<file path="src/rtl/ptpc_pkg.sv">
package ptpc_pkg;
  localparam int DATA_W = 32;
  localparam int ADDR_W = 3;
  localparam int PER_W  = 10;
  localparam int SEL_W  = 2;

  typedef enum logic [ADDR_W-1:0] {
    RA_CTRL    = 3'd0,
    RA_ADDEND  = 3'd1,
    RA_TIME_LO = 3'd2,
    RA_TIME_HI = 3'd3,
    RA_OFFS_LO = 3'd4,
    RA_OFFS_HI = 3'd5
  } reg_addr_e;

  localparam int CB_SEL_LSB = 0;
  localparam int CB_ENABLE  = 2;
  localparam int CB_SRST    = 5;
  localparam int CB_PER_LSB = 16;
endpackage

</file>
<file path="src/rtl/ptpc_phase_acc.sv">
module ptpc_phase_acc #(
  parameter int ACC_W = 32
) (
  input  logic             clk,
  input  logic             rst_n,
  input  logic             en,
  input  logic             clr,
  input  logic [ACC_W-1:0] addend,
  output logic             carry
);
  logic [ACC_W:0]   sum;
  logic [ACC_W-1:0] acc_q, acc_d;

  always_comb begin
    sum   = {1'b0, acc_q} + {1'b0, addend};
    carry = en & ~clr & sum[ACC_W];
    acc_d = acc_q;
    if (clr)     acc_d = '0;
    else if (en) acc_d = sum[ACC_W-1:0];
  end

  always_ff @(posedge clk or negedge rst_n) begin
    if (!rst_n) acc_q <= '0;
    else        acc_q <= acc_d;
  end

  AST_ACC_FROZEN: assert property (@(posedge clk) disable iff (!rst_n)
    (!en && !clr) |=> $stable(acc_q));
  AST_ACC_CLEARED: assert property (@(posedge clk) disable iff (!rst_n)
    clr |=> (acc_q == '0));
endmodule

</file>
<file path="src/rtl/ptpc_tod_counter.sv">
module ptpc_tod_counter #(
  parameter int CNT_W = 64,
  parameter int PER_W = 10
) (
  input  logic             clk,
  input  logic             rst_n,
  input  logic             clr,
  input  logic             tick,
  input  logic [PER_W-1:0] period,
  input  logic             load,
  input  logic [CNT_W-1:0] load_val,
  input  logic             step,
  input  logic [CNT_W-1:0] step_val,
  output logic [CNT_W-1:0] cnt
);
  localparam int PAD_W = CNT_W - PER_W;

  logic [CNT_W-1:0] cnt_q, cnt_d, inc;

  always_comb begin
    inc   = tick ? {{PAD_W{1'b0}}, period} : '0;
    cnt_d = cnt_q;
    if (clr)       cnt_d = '0;
    else if (load) cnt_d = load_val;
    else if (step) cnt_d = cnt_q + step_val + inc;
    else           cnt_d = cnt_q + inc;
  end

  always_ff @(posedge clk or negedge rst_n) begin
    if (!rst_n) cnt_q <= '0;
    else        cnt_q <= cnt_d;
  end

  assign cnt = cnt_q;

  AST_CNT_HOLD: assert property (@(posedge clk) disable iff (!rst_n)
    (!clr && !tick && !load && !step) |=> $stable(cnt_q));
  AST_CNT_CLEARED: assert property (@(posedge clk) disable iff (!rst_n)
    clr |=> (cnt_q == '0));
  AST_LOAD_EXACT: assert property (@(posedge clk) disable iff (!rst_n)
    (load && !clr) |=> (cnt_q == $past(load_val)));
endmodule

</file>
<file path="src/rtl/ptpc_regif.sv">
module ptpc_regif
  import ptpc_pkg::*;
#(
  parameter int CNT_W = 64,
  parameter int ACC_W = 32
) (
  input  logic              clk,
  input  logic              rst_n,
  input  logic              reg_wr,
  input  logic              reg_rd,
  input  logic [ADDR_W-1:0] reg_addr,
  input  logic [DATA_W-1:0] reg_wdata,
  output logic [DATA_W-1:0] reg_rdata,
  input  logic [CNT_W-1:0]  cnt,
  output logic              enable,
  output logic [PER_W-1:0]  period,
  output logic [ACC_W-1:0]  addend,
  output logic              srst,
  output logic              load,
  output logic [CNT_W-1:0]  load_val,
  output logic              step,
  output logic [CNT_W-1:0]  step_val
);
  logic              en_q, en_d;
  logic [PER_W-1:0]  per_q, per_d;
  logic [SEL_W-1:0]  sel_q, sel_d;
  logic [ACC_W-1:0]  add_q, add_d;
  logic [DATA_W-1:0] stlo_q, stlo_d;
  logic [DATA_W-1:0] shad_q, shad_d;
  logic [DATA_W-1:0] offlo_q, offlo_d;
  logic [DATA_W-1:0] offhi_q, offhi_d;

  logic wr_ctrl, wr_add, wr_tlo, wr_thi, wr_olo, wr_ohi, rd_tlo;

  always_comb begin
    wr_ctrl = reg_wr && (reg_addr == RA_CTRL);
    wr_add  = reg_wr && (reg_addr == RA_ADDEND);
    wr_tlo  = reg_wr && (reg_addr == RA_TIME_LO);
    wr_thi  = reg_wr && (reg_addr == RA_TIME_HI);
    wr_olo  = reg_wr && (reg_addr == RA_OFFS_LO);
    wr_ohi  = reg_wr && (reg_addr == RA_OFFS_HI);
    rd_tlo  = reg_rd && (reg_addr == RA_TIME_LO);
  end

  always_comb begin
    en_d    = wr_ctrl ? reg_wdata[CB_ENABLE] : en_q;
    per_d   = wr_ctrl ? reg_wdata[CB_PER_LSB +: PER_W] : per_q;
    sel_d   = wr_ctrl ? reg_wdata[CB_SEL_LSB +: SEL_W] : sel_q;
    add_d   = wr_add  ? reg_wdata[ACC_W-1:0] : add_q;
    stlo_d  = wr_tlo  ? reg_wdata : stlo_q;
    shad_d  = rd_tlo  ? cnt[CNT_W-1:DATA_W] : shad_q;
    offlo_d = wr_olo  ? reg_wdata : offlo_q;
    offhi_d = wr_ohi  ? reg_wdata : offhi_q;
  end

  always_ff @(posedge clk or negedge rst_n) begin
    if (!rst_n) begin
      en_q    <= 1'b0;
      per_q   <= '0;
      sel_q   <= '0;
      add_q   <= '0;
      stlo_q  <= '0;
      shad_q  <= '0;
      offlo_q <= '0;
      offhi_q <= '0;
    end else begin
      en_q    <= en_d;
      per_q   <= per_d;
      sel_q   <= sel_d;
      add_q   <= add_d;
      stlo_q  <= stlo_d;
      shad_q  <= shad_d;
      offlo_q <= offlo_d;
      offhi_q <= offhi_d;
    end
  end

  always_comb begin
    enable   = en_q;
    period   = per_q;
    addend   = add_q;
    srst     = wr_ctrl && reg_wdata[CB_SRST];
    load     = wr_thi;
    load_val = {reg_wdata, stlo_q};
    step     = wr_ohi;
    step_val = {reg_wdata, offlo_q};
  end

  always_comb begin
    reg_rdata = '0;
    case (reg_addr)
      RA_CTRL: begin
        reg_rdata[CB_PER_LSB +: PER_W] = per_q;
        reg_rdata[CB_ENABLE]           = en_q;
        reg_rdata[CB_SEL_LSB +: SEL_W] = sel_q;
      end
      RA_ADDEND:  reg_rdata = add_q;
      RA_TIME_LO: reg_rdata = cnt[DATA_W-1:0];
      RA_TIME_HI: reg_rdata = shad_q;
      RA_OFFS_LO: reg_rdata = offlo_q;
      RA_OFFS_HI: reg_rdata = offhi_q;
      default:    reg_rdata = '0;
    endcase
  end

  AST_SHADOW_COHERENT: assert property (@(posedge clk) disable iff (!rst_n)
    rd_tlo |=> (shad_q == $past(cnt[CNT_W-1:DATA_W])));
  AST_ADDEND_KEPT: assert property (@(posedge clk) disable iff (!rst_n)
    !wr_add |=> $stable(add_q));
endmodule

</file>
<file path="src/rtl/ptp_tod_clock.sv">
module ptp_tod_clock
  import ptpc_pkg::*;
#(
  parameter int ACC_W = 32,
  parameter int CNT_W = 2 * DATA_W
) (
  input  logic              clk,
  input  logic              rst_n,
  input  logic              reg_wr,
  input  logic              reg_rd,
  input  logic [ADDR_W-1:0] reg_addr,
  input  logic [DATA_W-1:0] reg_wdata,
  output logic [DATA_W-1:0] reg_rdata,
  output logic [CNT_W-1:0]  time_ns
);
  logic rst_meta_q, rst_sync_q;

  always_ff @(posedge clk or negedge rst_n) begin
    if (!rst_n) begin
      rst_meta_q <= 1'b0;
      rst_sync_q <= 1'b0;
    end else begin
      rst_meta_q <= 1'b1;
      rst_sync_q <= rst_meta_q;
    end
  end

  logic             enable, srst, load, step, carry;
  logic [PER_W-1:0] period;
  logic [ACC_W-1:0] addend;
  logic [CNT_W-1:0] load_val, step_val, cnt;

  ptpc_regif #(.CNT_W(CNT_W), .ACC_W(ACC_W)) u_regif (
    .clk(clk), .rst_n(rst_sync_q),
    .reg_wr(reg_wr), .reg_rd(reg_rd), .reg_addr(reg_addr),
    .reg_wdata(reg_wdata), .reg_rdata(reg_rdata), .cnt(cnt),
    .enable(enable), .period(period), .addend(addend), .srst(srst),
    .load(load), .load_val(load_val), .step(step), .step_val(step_val)
  );

  ptpc_phase_acc #(.ACC_W(ACC_W)) u_acc (
    .clk(clk), .rst_n(rst_sync_q), .en(enable), .clr(srst),
    .addend(addend), .carry(carry)
  );

  ptpc_tod_counter #(.CNT_W(CNT_W), .PER_W(PER_W)) u_cnt (
    .clk(clk), .rst_n(rst_sync_q), .clr(srst), .tick(carry),
    .period(period), .load(load), .load_val(load_val),
    .step(step), .step_val(step_val), .cnt(cnt)
  );

  assign time_ns = cnt;

  AST_TICK_NEEDS_ENABLE: assert property (@(posedge clk) disable iff (!rst_sync_q)
    carry |-> enable);
endmodule

</file>
<file path="config.mk">
export PLATFORM = sky130hd
export DESIGN_NAME = ptp_tod_clock
export DESIGN_NICKNAME = d
export VERILOG_FILES = /design/src/rtl/ptpc_pkg.sv /design/src/rtl/ptpc_phase_acc.sv /design/src/rtl/ptpc_tod_counter.sv /design/src/rtl/ptpc_regif.sv /design/src/rtl/ptp_tod_clock.sv
export SDC_FILE = /design/constraint.sdc
export NUM_CORES = 1
export LEC_CHECK = 0
export BUFFER_PORTS_ARGS = -buffer_cell sky130_fd_sc_hd__buf_2
export CORE_MARGIN = 3
export CORE_UTILIZATION = 56
export CTS_BUF_LIST = sky130_fd_sc_hd__clkbuf_8 sky130_fd_sc_hd__clkbuf_16
export DETAILED_ROUTE_END_ITERATION = 8
export PLACE_DENSITY = 0.75
export SYNTH_ARGS = -nofsm -noshare
export SYNTH_HDL_FRONTEND = slang
export SYNTH_SLANG_ARGS = --single-unit
</file>
<file path="constraint.sdc">
create_clock -name clk -period 11.3 [get_ports clk]
set_clock_uncertainty 0.2 [all_clocks]
set_input_delay 2.26 -clock clk [delete_from_list [all_inputs] [get_ports clk]]
set_output_delay 2.26 -clock clk [all_outputs]
set_load 0.02 [all_outputs]
</file>
==> results of run 1 <==
registers in the layout (all words and copies together) (netlist names):
| name | count |
|---|---|
| u_regif.enable | 1 |
| u_cnt.cnt | 64 |
| u_acc.acc_q | 32 |
| rst_sync_q | 1 |
| u_regif.offhi_q | 32 |
| u_regif.addend | 32 |
| u_regif.offlo_q | 32 |
| u_regif.stlo_q | 32 |
| u_regif.sel_q | 2 |
| u_regif.period | 10 |
| u_regif.shad_q | 32 |
| rst_meta_q | 1 |
metrics by stage:
step           cells  hold WS, ns  total power, W  cell area, µm²  setup slack, ns
6_report        2674        0.147         0.00623           21700             2.43
5_1_grt         2674        0.166         0.00664           21700             2.12
4_1_cts         2674        0.148         0.00616           21700             2.54
3_5_place_dp    2620        0.135         0.00513           20600             1.96
3_3_place_gp    2620        0.140         0.00504           20600             2.06
2_1_floorplan   2129        0.131         0.00423           19700             2.99
power by group:
group / switching [W] / internal [W]
clock network: 0.000424 / 0.000585
logic: 0.00201 / 0.00144
registers: 0.000474 / 0.00130
per-layer routing:
metal | wire length, µm | share of wire | vias up
met4 | 4570 | 0.068 | 4
li1 | - | - | 7877
met1 | 26800 | 0.40 | 8719
met2 | 29200 | 0.43 | 1046
met5 | 31 | 0.00046 | -
met3 | 6710 | 0.10 | 199
placed cells by master (no fill, tap or decap), drive strengths merged, types with 12 or more instances in the layout:
master,n
dfrtp,271
nand2,237
a21oi,164
ha,158
nor2,155
buf,155
mux2,147
o21ai,118
xnor2,80
xor2,59
inv,56
a21o,52
nand3,40
mux2i,39
a22oi,38
nor3,36
clkbuf,35
a221oi,33
nor2b,31
a211oi,29
nand4,28
o21bai,27
and3,27
a22o,25
a31oi,17
o21a,15
nand2b,14
fa,13
o221ai,12
final timing paths:
| path | slack [ns] | startpoint | endpoint | cells past startpoint |
|---|---|---|---|---|
| hold reg to reg | 0.15 | rst_meta_q$_DFF_PN0_ | rst_sync_q$_DFF_PN0_ | 0 |
| hold / removal | 0.15 | rst_meta_q$_DFF_PN0_ | rst_sync_q$_DFF_PN0_ | 0 |
| min in group asynchronous | 0.19 | rst_sync_q$_DFF_PN0_ | u_cnt.cnt[59]$_DFF_PN0_ | 0 |
| setup reg to reg | 3.12 | u_regif.addend[0]$_DFFE_PN0P_ | u_cnt.cnt[62]$_DFF_PN0_ | 26 |
| setup / recovery | 2.43 | reg_addr[2] | u_cnt.cnt[62]$_DFF_PN0_ | 22 |
| max in group asynchronous | 9.16 | rst_sync_q$_DFF_PN0_ | u_regif.enable$_DFFE_PN0P_ | 1 |
cell type report:
| cell class | count | area (µm²) |
|---|---|---|
| fillers | 2944 | 13000 |
| multi-input cells | 1688 | 12300 |
| flip-flops and latches | 271 | 6790 |
| repair buffers | 155 | 828 |
| clock buffers | 35 | 820 |
| well taps | 455 | 569 |
| clock inverters | 19 | 199 |
| inverters | 51 | 191 |
worst max-delay path, delay by kind of cell:
family | cells | cell delay [ns]
buffers and inverters | 2 | 0.39
AO/OA/AOI/OAI | 12 | 3.67
adder cells (fa/ha/maj) | 2 | 0.89
multiplexers | 1 | 0.22
AND/OR/NAND/NOR | 5 | 1.63
cell usage after synthesis, drive strengths merged, types with 7 or more instances:
library cell  instances  share of area
inv                  51         0.0097
nor3                 36         0.0094
a21oi               164          0.042
nor2                155          0.030
or3                   9         0.0029
xor2                 59          0.026
o221ai               12         0.0053
a221oi               33          0.015
ha                  158           0.10
xnor2                80          0.036
clkbuf               80          0.015
nand4                28         0.0092
fa                   13          0.013
a21o                 52          0.020
nand2               237          0.045
buf                  39          0.012
a31oi                17         0.0054
nand3                40          0.010
mux2i                39          0.020
a22o                 25          0.011
a22oi                38          0.014
dfrtp               271           0.34
nand2b               14         0.0044
o21ai               118          0.030
and3                 27         0.0086
o21a                 15         0.0057
mux2                147          0.084
o21bai               27          0.010
nor2b                31         0.0098
and2                  7         0.0022
nor4                  7         0.0030
a211oi               29          0.011
cells by family (layout without fill, tap and decap cells):
logic type,Yosys count,count (layout)
simple gates,607,607
compound gates,583,583
flops,271,271
mux,187,187
fa+ha+maj,171,171
buf+inv,170,260
xor+xnor,139,139
other cells,1,1
==> metrics, run 1 <==
Post-Syn Area=19700 µm²; post-synthesis simple-gate area fraction=0.141; Worst-Skew Late Latency=0.59 ns; vias in the first global route=17200; die area=37500 µm²; number of remaining DRC errors=0; largest family of logic cells by synthesized area=compound AO/OA/AOI/OAI gates; Worst Path Class, Setup=input pin to flop; Worst path slowest cell=a31oi_1; global routing usage on met2=0.527; yosys warns=0; vias=17800; Rows=68; root buffer cell=clkbuf_16; status=complete, no violations; count of final setup violators=0; Syn Inst Count=2129; Peak VDD IR=0.185 mV; Initial Utilization=0.569; CP cell instances=buf_2, nand2b_1, nor3_2, buf_4, nand2_1, and3_1, a32o_1, a31oi_1, nor2b_1, fa_1, ha_1, o21ai_0, o21bai_1, a21oi_1, o21ai_0, a21oi_1, o31ai_1, a21o_1, a21oi_1, o21bai_1, mux2i_1, o21ai_0; sequential-to-total area share from yosys stat=0.344; #FFs+latches synth=271; XOR/XNOR Fraction of Synth Area=0.0617; worst hold path type=flop to flop; Final min period=8.87 ns; drt wl/cell=25.2 µm; largest net degree at the start of global routing=80; CTS clk-pin slew, worst paths=0.06 ns; Final period util=0.785; total CTS buffers=30; Core ar.=34600 µm²; Synth Flop Type=dfrtp_1; Synth Area in Adders=0.113; PD cells=288 nW/µm²; Slew @ Worst Pin=1.24 ns; unrepaired setup endpoints after global routing=no; global-route usage over all layers=0.347; hold buffers post-CTS=0; Hold Fails Final Rpt=0; first-pass GRT wire length=102 mm; Vias per Instance=6.67; num ports=135; Max clock buf depth=3; antenna violations before repair=2; antenna-violating nets left=0; final setup TNS=0 ns; Async SR Flop Fraction=1.00; area delta synth->final=9.81%; Static Leak=10.0 nW; count of cell types in the netlist=82; H-tree depth=1; max-slew violations=0; critical path data required time=11.53 ns; Worst setup EP type=flop; detailed-route wire length=67.3 mm; Syn Area/Cell=9.26 µm²; GP Congestion=0.966; GRT overflow=0; layout cells sized above 1=0.174; Final Util=0.625; Post-CTS Resized=0; EDFF count, synth=0; met3 global-route usage=0.0605; Initial DRC Count=1990; Post-Synthesis Net Count=2339; worst-path fanout max=22; slew margin rel.=0.173; multiplexer share of the synthesized area=0.105; Die X=194 µm; antenna diode count=0; clock sinks=271; most used routing layer=met2; final layout net count=2407; max_cap viols=0; Startpoint Class=input pin; grt met1 use=0.473; CTS tree=built; drt pass-1 iters=7; dpl hpwl=49.5 mm; Fmax achieved=113 MHz; postcts setup bufs=0; Die Ht=194 µm; CP max stage delay=0.81 ns; Port Buf Inserts=134; Compound-Gate Fraction of Synth Area=0.197; crit path DAT=9.10 ns
Power figures use the tool's default switching activity.
==> run 2: changes to the inputs <==
--- a/config.mk
+++ b/config.mk
@@ -10,7 +10,7 @@
 export CORE_UTILIZATION = 56
 export CTS_BUF_LIST = sky130_fd_sc_hd__clkbuf_8 sky130_fd_sc_hd__clkbuf_16
 export DETAILED_ROUTE_END_ITERATION = 8
-export PLACE_DENSITY = 0.75
+export PLACE_DENSITY = 0.78
 export SYNTH_ARGS = -nofsm -noshare
 export SYNTH_HDL_FRONTEND = slang
 export SYNTH_SLANG_ARGS = --single-unit
==> constraint.sdc (replaced) <==
create_clock -name clk -period 7.58 [get_ports clk]
set_clock_uncertainty 0.2 [all_clocks]
set_input_delay 1.516 -clock clk [delete_from_list [all_inputs] [get_ports clk]]
set_output_delay 1.516 -clock clk [all_outputs]
set_load 0.02 [all_outputs]
==> run 2 against run 1 <==
Against the previous run: sequential share of layout area decreased by 0.24 points; routed wire length down 0.25%; critical path depth up 7.
==> metrics, run 2 (synthesis gave the netlist of run 1 again) <==
Vias per Instance=6.68 (was 6.67); final setup TNS=0 ns (unchanged); dpl hpwl=49.3 mm (was 49.5 mm); antenna-violating nets left=0 (unchanged); drt pass-1 iters=5 (was 7); final layout net count=2414 (was 2407); global-route usage over all layers=0.345 (was 0.347); final worst slack=0.407 ns (was 2.43 ns); Power Internal=0.00510 W (was 0.00333 W); Initial Utilization=0.569 (unchanged); PD cells=433 nW/µm² (was 288 nW/µm²); Clock power frac=0.173 (was 0.162); worst-path fanout max=10 (was 22); postcts setup bufs=0 (unchanged); root buffer cell=clkbuf_16 (unchanged); total CTS buffers=30 (unchanged); Static Leak=10.1 nW (was 10.0 nW); Largest register FFs=64 (unchanged); critical path data required time=7.82 ns (was 11.53 ns); hold buffers post-CTS=0 (unchanged); H-tree depth=1 (unchanged); Finished Layout Cells=2684 (was 2674); max_cap viols=0 (unchanged); Final Util=0.630 (was 0.625); status=complete, no violations (unchanged); area delta synth->final=10.7% (was 9.81%); layout cells sized above 1=0.178 (was 0.174); largest net degree at the start of global routing=147 (was 80); Startpoint Class=flop (was input pin); Final period util=0.946; num ports=135 (unchanged); WHS Path Cells=0 (unchanged); Die X=194 µm (unchanged); GP Congestion=1.00 (was 0.966); max-slew violations=0 (unchanged); commonest non-fill, non-tap cell in the layout=dfrtp_1 (unchanged); crit path DAT=7.41 ns (was 9.10 ns); antenna violations before repair=2 (unchanged); switching share of power=0.460 (was 0.466); Slew @ Worst Pin=1.21 ns (was 1.24 ns); Hold Fails Final Rpt=0 (unchanged); worst hold path type=flop to flop (unchanged); CTS tree=built (unchanged); Rows=68 (unchanged); dpl cells=2627 (was 2620); Peak VDD IR=0.247 mV (was 0.185 mV); Port Buf Inserts=134 (unchanged); Worst Path Class, Setup=flop to flop (was input pin to flop); Core ar.=34600 µm² (unchanged); first-pass GRT wire length=102 mm (about the same); Combinational Power Share=0.548 (was 0.554); R2R depth=29 (was 26); Worst setup EP type=flop (unchanged); CP dominant cell by count=fa_1; Max clock buf depth=3 (unchanged); R2R setup slack=0.41 ns (was 3.12 ns); Final min period=7.17 ns; CP max stage delay=0.51 ns (was 0.81 ns); power share of the sequential group=0.279 (was 0.285); GRT overflow=0 (unchanged); Place WS=-0.0434 ns (was 1.96 ns); switching pwr=0.00435 W (was 0.00290 W); clock sinks=271 (unchanged); vias in the first global route=17400 (was 17200); vias=17900 (was 17800); drt wl/cell=25.0 µm (was 25.2 µm); unrepaired setup endpoints after global routing=no (unchanged); die area=37500 µm² (unchanged); slew margin rel.=0.191 (was 0.173); count of final setup violators=0 (unchanged); Initial DRC Count=1838 (was 1990); CTS clk-pin slew, worst paths=0.07 ns (was 0.06 ns); Pwr Total=0.00946 W (was 0.00623 W); Worst path slowest cell=a2111oi_2 (was a31oi_1); Die Ht=194 µm (unchanged); number of remaining DRC errors=0 (unchanged); Worst-Skew Late Latency=0.58 ns (was 0.59 ns); Fmax achieved=139 MHz; detailed-route wire length=67.2 mm (was 67.3 mm); most frequent cells in the layout=dfrtp_1, nand2_1, a21oi_1, ha_1, nor2_1 (unchanged)
-- run 2: cell count changes in the layout (fill, tap and decap cells not counted), moves of 2 or more --
cell,delta
inv_1,+2
buf_4,+6
bufinv_16,+4
clkinv_2,-4
o21ai_1,+2
clkbuf_8,-2
o21ai_0,-2
inv_6,+2
-- run 2: final timing paths --
kind | from | to
setup / recovery | u_regif.addend[0]$_DFFE_PN0P_ | u_cnt.cnt[57]$_DFF_PN0_
max in group asynchronous | rst_sync_q$_DFF_PN0_ | u_regif.enable$_DFFE_PN0P_
setup reg to reg | u_regif.addend[0]$_DFFE_PN0P_ | u_cnt.cnt[57]$_DFF_PN0_
hold / removal | rst_meta_q$_DFF_PN0_ | rst_sync_q$_DFF_PN0_
hold reg to reg | rst_meta_q$_DFF_PN0_ | rst_sync_q$_DFF_PN0_
min in group asynchronous | rst_sync_q$_DFF_PN0_ | u_cnt.cnt[59]$_DFF_PN0_
-- run 2: critical path, delay by kind of cell, from the launching register on --
family                   cells  cell delay, ns
flip-flops                   1            0.39
adder cells (fa/ha/maj)      5            1.75
buffers and inverters        3            0.37
XOR/XNOR                     1            0.19
AND/OR/NAND/NOR              4            0.57
AO/OA/AOI/OAI               16            3.54
-- run 2: power by group through the flow --
stage / logic [W] / registers [W] / clock network, W
after floorplan: 0.00377 / 0.00253 / 0
after global placement: 0.00495 / 0.00260 / 0
after detailed placement: 0.00504 / 0.00261 / 0
after CTS: 0.00509 / 0.00260 / 0.00163
after global routing: 0.00569 / 0.00267 / 0.00170
final: 0.00518 / 0.00264 / 0.00164
-- run 2: layout make-up --
| class | instances | area, µm² |
|---|---|---|
| clock buffer | 33 | 792 |
| tap | 455 | 569 |
| fill | 2842 | 12800 |
| sequential | 271 | 6790 |
| multi-input combinational | 1688 | 12300 |
| clock inverter | 23 | 312 |
| timing repair buffer | 162 | 893 |
| antenna | 1 | 2.50 |
| inverter | 51 | 191 |
-- run 2: routing by layer --
metal	vias up	track usage	wire (µm)
li1	7913	-	-
met1	8712	0.454	25900
met2	1071	0.534	29700
met3	226	0.0857	7550
met4	4	0.171	4000
met5	-	0	28
-- run 2: per-stage QoR --
stage / instance area, µm² / hold WS [ns]
after detailed placement: 20700 / 0.146
after global routing: 21800 / 0.160
after floorplan: 19700 / 0.131
final: 21800 / 0.155
after CTS: 21800 / 0.160
after global placement: 20700 / 0.137
-- run 2: what timing repair did --
item / CTS / global route
resized for setup: 1 / 5
pin swaps: 0 / 4
setup endpoints to repair: 3 / 37
